$ cat config.mk
export PLATFORM = sky130hd
export DESIGN_NAME = cp_boost_ctrl
export DESIGN_NICKNAME = d
export VERILOG_FILES = /design/src/rtl/cpb_pkg.sv /design/src/rtl/cpb_phase_sense.sv /design/src/rtl/cpb_rev_track.sv /design/src/rtl/cpb_boost_fsm.sv /design/src/rtl/cpb_drive_mix.sv /design/src/rtl/cp_boost_ctrl.sv
export SDC_FILE = /design/constraint.sdc
export NUM_CORES = 1
export LEC_CHECK = 0
export BUFFER_PORTS_ARGS = -buffer_cell sky130_fd_sc_hd__buf_2
export CAP_MARGIN = 20
export CORE_AREA = 10 10 47 49
export CTS_BUF_LIST = sky130_fd_sc_hd__clkbuf_16
export CTS_CLUSTER_SIZE = 25
export DETAILED_ROUTE_END_ITERATION = 16
export DIE_AREA = 0 0 57 59
export PLACE_DENSITY = 0.71
export SLEW_MARGIN = 20
export SYNTH_ARGS = -nofsm -noshare
export SYNTH_HDL_FRONTEND = slang
export SYNTH_SLANG_ARGS = --single-unit
$ cat constraint.sdc
create_clock -name clk -period 1.1 [get_ports clk]
set_input_delay 0.275 -clock clk [delete_from_list [all_inputs] [get_ports clk]]
set_output_delay 0.275 -clock clk [all_outputs]
set_load 0.05 [all_outputs]
$ cat src/rtl/cpb_pkg.sv
package cpb_pkg;

   typedef enum logic [1:0] {
      PH_NONE = 2'd0,
      PH_LEAD = 2'd1,
      PH_LAG  = 2'd2
   } phase_e;

   typedef enum logic {
      ST_IDLE  = 1'b0,
      ST_BOOST = 1'b1
   } boost_st_e;

   function automatic phase_e classify_phase(input logic up, input logic dn);
      if (up && !dn)      return PH_LEAD;
      else if (dn && !up) return PH_LAG;
      else                return PH_NONE;
   endfunction

endpackage

$ cat src/rtl/cpb_phase_sense.sv
module cpb_phase_sense
   import cpb_pkg::*;
(
   input  logic   up_i,
   input  logic   dn_i,
   output phase_e phase_o
);

   always_comb begin
      phase_o = classify_phase(up_i, dn_i);
   end

endmodule

$ cat src/rtl/cpb_rev_track.sv
module cpb_rev_track
   import cpb_pkg::*;
#(
   parameter int REV_LIMIT = 2
) (
   input  logic   clk,
   input  logic   rst_n,
   input  logic   clear_i,
   input  phase_e phase_i,
   output logic   limit_hit_o
);

   localparam int CNT_W = (REV_LIMIT > 1) ? $clog2(REV_LIMIT) : 1;
   localparam logic [CNT_W-1:0] LAST_IDX = CNT_W'(REV_LIMIT - 1);

   logic             seen_q;
   logic             lead_q;
   logic [CNT_W-1:0] cnt_q;
   logic             has_sign;
   logic             sign_lead;
   logic             flip;

   always_comb begin
      has_sign    = (phase_i != PH_NONE);
      sign_lead   = (phase_i == PH_LEAD);
      flip        = has_sign && seen_q && (sign_lead != lead_q);
      limit_hit_o = flip && (cnt_q == LAST_IDX);
   end

   always_ff @(posedge clk or negedge rst_n) begin
      if (!rst_n) begin
         seen_q <= 1'b0;
         lead_q <= 1'b0;
         cnt_q  <= '0;
      end else if (clear_i) begin
         seen_q <= 1'b0;
         lead_q <= 1'b0;
         cnt_q  <= '0;
      end else if (has_sign) begin
         seen_q <= 1'b1;
         lead_q <= sign_lead;
         if (flip && (cnt_q != LAST_IDX)) begin
            cnt_q <= cnt_q + 1'b1;
         end
      end
   end

endmodule

$ cat src/rtl/cpb_boost_fsm.sv
module cpb_boost_fsm
   import cpb_pkg::*;
(
   input  logic clk,
   input  logic rst_n,
   input  logic acq_i,
   input  logic en_i,
   input  logic lock_i,
   input  logic limit_hit_i,
   output logic boost_o,
   output logic clear_o
);

   boost_st_e state_q;
   boost_st_e state_d;

   always_comb begin
      state_d = state_q;
      if (acq_i) begin
         state_d = en_i ? ST_BOOST : ST_IDLE;
      end else if ((state_q == ST_BOOST) && (lock_i || limit_hit_i)) begin
         state_d = ST_IDLE;
      end
   end

   always_ff @(posedge clk or negedge rst_n) begin
      if (!rst_n) state_q <= ST_IDLE;
      else        state_q <= state_d;
   end

   always_comb begin
      boost_o = (state_q == ST_BOOST);
      clear_o = acq_i || (state_q == ST_IDLE);
   end

endmodule

$ cat src/rtl/cpb_drive_mix.sv
module cpb_drive_mix #(
   parameter int CODE_W     = 3,
   parameter int BOOST_CODE = 7
) (
   input  logic              boost_i,
   input  logic [CODE_W-1:0] code_i,
   output logic [CODE_W:0]   drive_o
);

   localparam logic [CODE_W:0] BOOST_EXT = (CODE_W + 1)'(BOOST_CODE);

   always_comb begin
      drive_o = {1'b0, code_i};
      if (boost_i) begin
         drive_o = {1'b0, code_i} + BOOST_EXT;
      end
   end

endmodule

$ cat src/rtl/cp_boost_ctrl.sv
module cp_boost_ctrl
   import cpb_pkg::*;
#(
   parameter int LOOPS      = 2,
   parameter int CODE_W     = 3,
   parameter int BOOST_CODE = (1 << CODE_W) - 1,
   parameter int REV_LIMIT  = 2
) (
   input  logic                       clk,
   input  logic                       rst_n,
   input  logic [LOOPS-1:0]           pfd_up,
   input  logic [LOOPS-1:0]           pfd_dn,
   input  logic [LOOPS-1:0]           lock_det,
   input  logic [LOOPS-1:0]           turbo_en,
   input  logic [LOOPS-1:0]           acq_start,
   input  logic [LOOPS*CODE_W-1:0]    cp_code,
   output logic [LOOPS*(CODE_W+1)-1:0] cp_drive,
   output logic [LOOPS-1:0]           turbo_on
);

   localparam int DRV_W = CODE_W + 1;

   if (LOOPS < 1) begin : g_bad_loops
      $error("cp_boost_ctrl: LOOPS must be at least 1");
   end
   if (CODE_W < 1) begin : g_bad_code
      $error("cp_boost_ctrl: CODE_W must be at least 1");
   end
   if ((BOOST_CODE < 0) || (BOOST_CODE >= (1 << CODE_W))) begin : g_bad_boost
      $error("cp_boost_ctrl: BOOST_CODE must fit in CODE_W bits");
   end
   if (REV_LIMIT < 1) begin : g_bad_rev
      $error("cp_boost_ctrl: REV_LIMIT must be at least 1");
   end

   for (genvar i = 0; i < LOOPS; i++) begin : g_lane
      phase_e ph;
      logic   limit_hit;
      logic   boost;
      logic   clear;

      cpb_phase_sense u_sense (
         .up_i    (pfd_up[i]),
         .dn_i    (pfd_dn[i]),
         .phase_o (ph)
      );

      cpb_rev_track #(.REV_LIMIT(REV_LIMIT)) u_rev (
         .clk         (clk),
         .rst_n       (rst_n),
         .clear_i     (clear),
         .phase_i     (ph),
         .limit_hit_o (limit_hit)
      );

      cpb_boost_fsm u_fsm (
         .clk         (clk),
         .rst_n       (rst_n),
         .acq_i       (acq_start[i]),
         .en_i        (turbo_en[i]),
         .lock_i      (lock_det[i]),
         .limit_hit_i (limit_hit),
         .boost_o     (boost),
         .clear_o     (clear)
      );

      cpb_drive_mix #(.CODE_W(CODE_W), .BOOST_CODE(BOOST_CODE)) u_mix (
         .boost_i (boost),
         .code_i  (cp_code[i*CODE_W +: CODE_W]),
         .drive_o (cp_drive[i*DRV_W +: DRV_W])
      );

      assign turbo_on[i] = boost;
   end

endmodule

==> impl_metrics.py <==
metrics = {
    "die": {
        "die_x_um": 57,
        "die_h_um": 59,
        "die_area_um2": 3360,
        "ioPinCount": 28,
        "core_area_um2": 1400,
        "start_util_pct": 36.3,
        "row_count": 14,
    },
    "setup_path": {
        "r2r_setup_slack_ns": 0.01,
        "r2r-start": "g_lane[1].u_fsm.boost_o$_DFFE_PN0P_",
        "cp-endpoint": "cp_drive[0]",
        "worstReg2RegEnd": "g_lane[1].u_fsm.boost_o$_DFFE_PN0P_",
        "crit_fanout": 5,
        "end_kind": "primary output",
        "timing.setup.critical_path_class": "reg -> out",
        "crit_path_start": "g_lane[0].u_fsm.boost_o$_DFFE_PN0P_",
        "critPathLaunchType": "flop",
        "reg2reg_depth": 3,
        "required_ns": 0.82,
        "crit_arrival_ns": 1.14,
    },
    "drt": {
        "wl_per_cell_um": 13.2,
        "drcViolationCount": 0,
        "drtAntennaViolNets": 0,
        "routed_wirelength_um": 1490,
        "viasPerCell": 4.65,
        "drtPass1Iterations": 4,
        "drt_iter0_drc": 7,
        "dr_total_vias": 525,
    },
    "cells_and_area": {
        "final_area_um2": 1100,
        "area_growth_syn_to_layout_pct": 116,
        "nets": 121,
        "drive_gt1_share_pct": 64.9,
        "final_common_cell": "buf_2",
        "diodes": 0,
        "mostFrequentLayoutCells": "17 x buf_2, 11 x buf_6, 9 x inv_1, 9 x buf_4",
    },
    "placement": {
        "numPortBuffers": 27,
        "place_congestion": 0.722,
        "placed_area_um2": 887,
        "dpl.hpwl_um": 1150,
        "pre_cts_slack_ns": -0.302,
    },
    "clock_tree": {
        "clk_pin_slew_ns": 0.04,
        "cts_num_sinks": 8,
        "cts_root_buf": "clkbuf_16",
        "clock_path_buffers": 2,
        "htreeDepth": 1,
        "cts_made_buffers": 3,
        "clk_latency_ns": 0.22,
        "cts_tree": "done",
    },
    "run_status": {
        "status": "finished with violations",
        "violations": "negative setup slack",
    },
    "logic_synthesis": {
        "synth_cells": 55,
        "synth.top_cell.area_share_pct": 39.3,
        "syn-mean-instance-area_um2": 9.26,
        "synth_cell_types": 15,
        "syn-cell-area_um2": 509,
        "synth_top_cell_by_area": "dfrtp_1",
        "ys_warn_count": 0,
        "yosysSeqAreaShare_pct": 39.3,
        "synth.area.top_cells": "dfrtp_1 39%, ha_1 9.8%, inv_1 7.4%",
        "synth_seq_cells": 8,
        "syn-num-nets": 77,
    },
    "pwr": {
        "p_leak_nw": 0.541,
        "p_per_area_nw_per_um2": 1280,
        "peakVddDrop_uv": 1290,
    },
    "global_route": {
        "antenna_found_initial": 0,
        "grt_pass1_wl_um": 2590,
        "grt_pass1_vias": 596,
        "grt_max_degree": 9,
        "track_usage_pct": 9.27,
        "overflow": 0,
    },
    "timing": {
        "finalWorstPathRequiredPeriod_ns": 1.42,
        "setup_ws_ns": -0.317,
        "timing.hold.ws_ns": 0.266,
        "clock_skew_ns": 0.000121,
        "max_clock_freq_ghz": 0.706,
        "setup_viol": 10,
        "min_period_over_period_pct": 129,
        "slew_headroom_pct": 83.3,
        "hold_violations": 0,
        "worst_pin_slew_ns": 0.250,
        "setup-tns-final_ns": -2.68,
        "slew_viol_final": 0,
        "rsz0062_at_grt": "true",
    },
    "worst_hold_path": {
        "hold_class": "in -> reg",
    },
    "run": {
        "maxCapViolCount": 0,
    },
}
==> synthesized netlist by cell type, drive strengths merged <==
cell,count
a31oi,2
a32o,2
xnor2,2
nor2,7
xor2,4
mux2i,3
inv,10
nand2,2
nand2b,2
nand4,2
a21oi,3
ha,4
dfrtp,8
o31a,2
buf,2
==> registers in the layout, summed over array words and instances (netlist names) <==
signal / flops
g_lane.u_fsm.boost_o: 2
g_lane.u_rev.cnt_q: 2
g_lane.u_rev.lead_q: 2
g_lane.u_rev.seen_q: 2
==> what timing repair did <==
action	in CTS	in global routing
pin swaps	2	3
hold buffers	1	0
setup buffers	2	1
gates resized for setup	20	8
endpoints found under the hold margin	8	0
endpoints found under the setup margin	10	15
==> area by class of cell <==
class / instances / area [µm²]
inverter: 10 / 41.3
fill: 96 / 300
clock buffer: 3 / 75.1
sequential: 8 / 203
tap: 16 / 20.0
timing repair buffer: 41 / 342
multi-input combinational: 35 / 420
==> metal layers <==
| metal | track usage, % | part of all wire [%] | up-vias |
|---|---|---|---|
| li1 | - | - | 266 |
| met1 | 10.2 | 38 | 240 |
| met2 | 16.4 | 54 | 19 |
| met3 | 4.29 | 8.0 | 0 |
| met4 | 1.01 | 0 | 0 |
| met5 | 0 | 0 | - |
==> power breakdown <==
part           internal, mW  leakage (nW)  switching (mW)  total [mW]
clock                 0.467        0.0370           0.128       0.595
sequential            0.307         0.106          0.0223       0.329
combinational         0.232         0.398           0.250       0.481
==> kinds of logic (layout without fill, tap and decap cells) <==
group,Yosys count,in the layout,synth area share (%)
AND/OR/NAND/NOR,13,13,11.5
buffers and inverters,12,54,10.3
AO/OA/AOI/OAI,9,9,12.8
flip-flops,8,8,39.3
XOR/XNOR,6,6,10.3
adder cells (fa/ha/maj),4,4,9.83
multiplexers,3,3,5.90
==> critical path, cell delays in order (launching register included) <==
cell and delay [ns]:
dfrtp_2 0.47, buf_12 0.16, xor2_4 0.12, buf_6 0.17
==> metrics by stage <==
| step | power, mW | cells | utilization, % |
|---|---|---|---|
| 6_report | 1.41 | 113 | 78.6 |
| 2_1_floorplan | 0.596 | 55 | - |
| 3_3_place_gp | 0.721 | 106 | 63.3 |
| 5_1_grt | 1.46 | 113 | 78.6 |
| 3_5_place_dp | 0.728 | 106 | 63.3 |
| 4_1_cts | 1.40 | 112 | 75.9 |
==> how the worst min path moves through the flow <==
stage                 from  slack, ns                                  end  cells past startpoint
3_3_place_gp         rst_n       0.12   g_lane[0].u_rev.lead_q$_DFFE_PN0P_                      1
6_report       turbo_en[0]       0.27  g_lane[0].u_fsm.boost_o$_DFFE_PN0P_                      2
4_1_cts        turbo_en[0]       0.26  g_lane[0].u_fsm.boost_o$_DFFE_PN0P_                      2
3_5_place_dp         rst_n       0.13   g_lane[0].u_rev.seen_q$_DFFE_PN0P_                      1
5_1_grt        turbo_en[0]       0.29  g_lane[0].u_fsm.boost_o$_DFFE_PN0P_                      2
2_1_floorplan        rst_n      -0.02  g_lane[0].u_fsm.boost_o$_DFFE_PN0P_                      0
(Power assumes the default switching activity.)
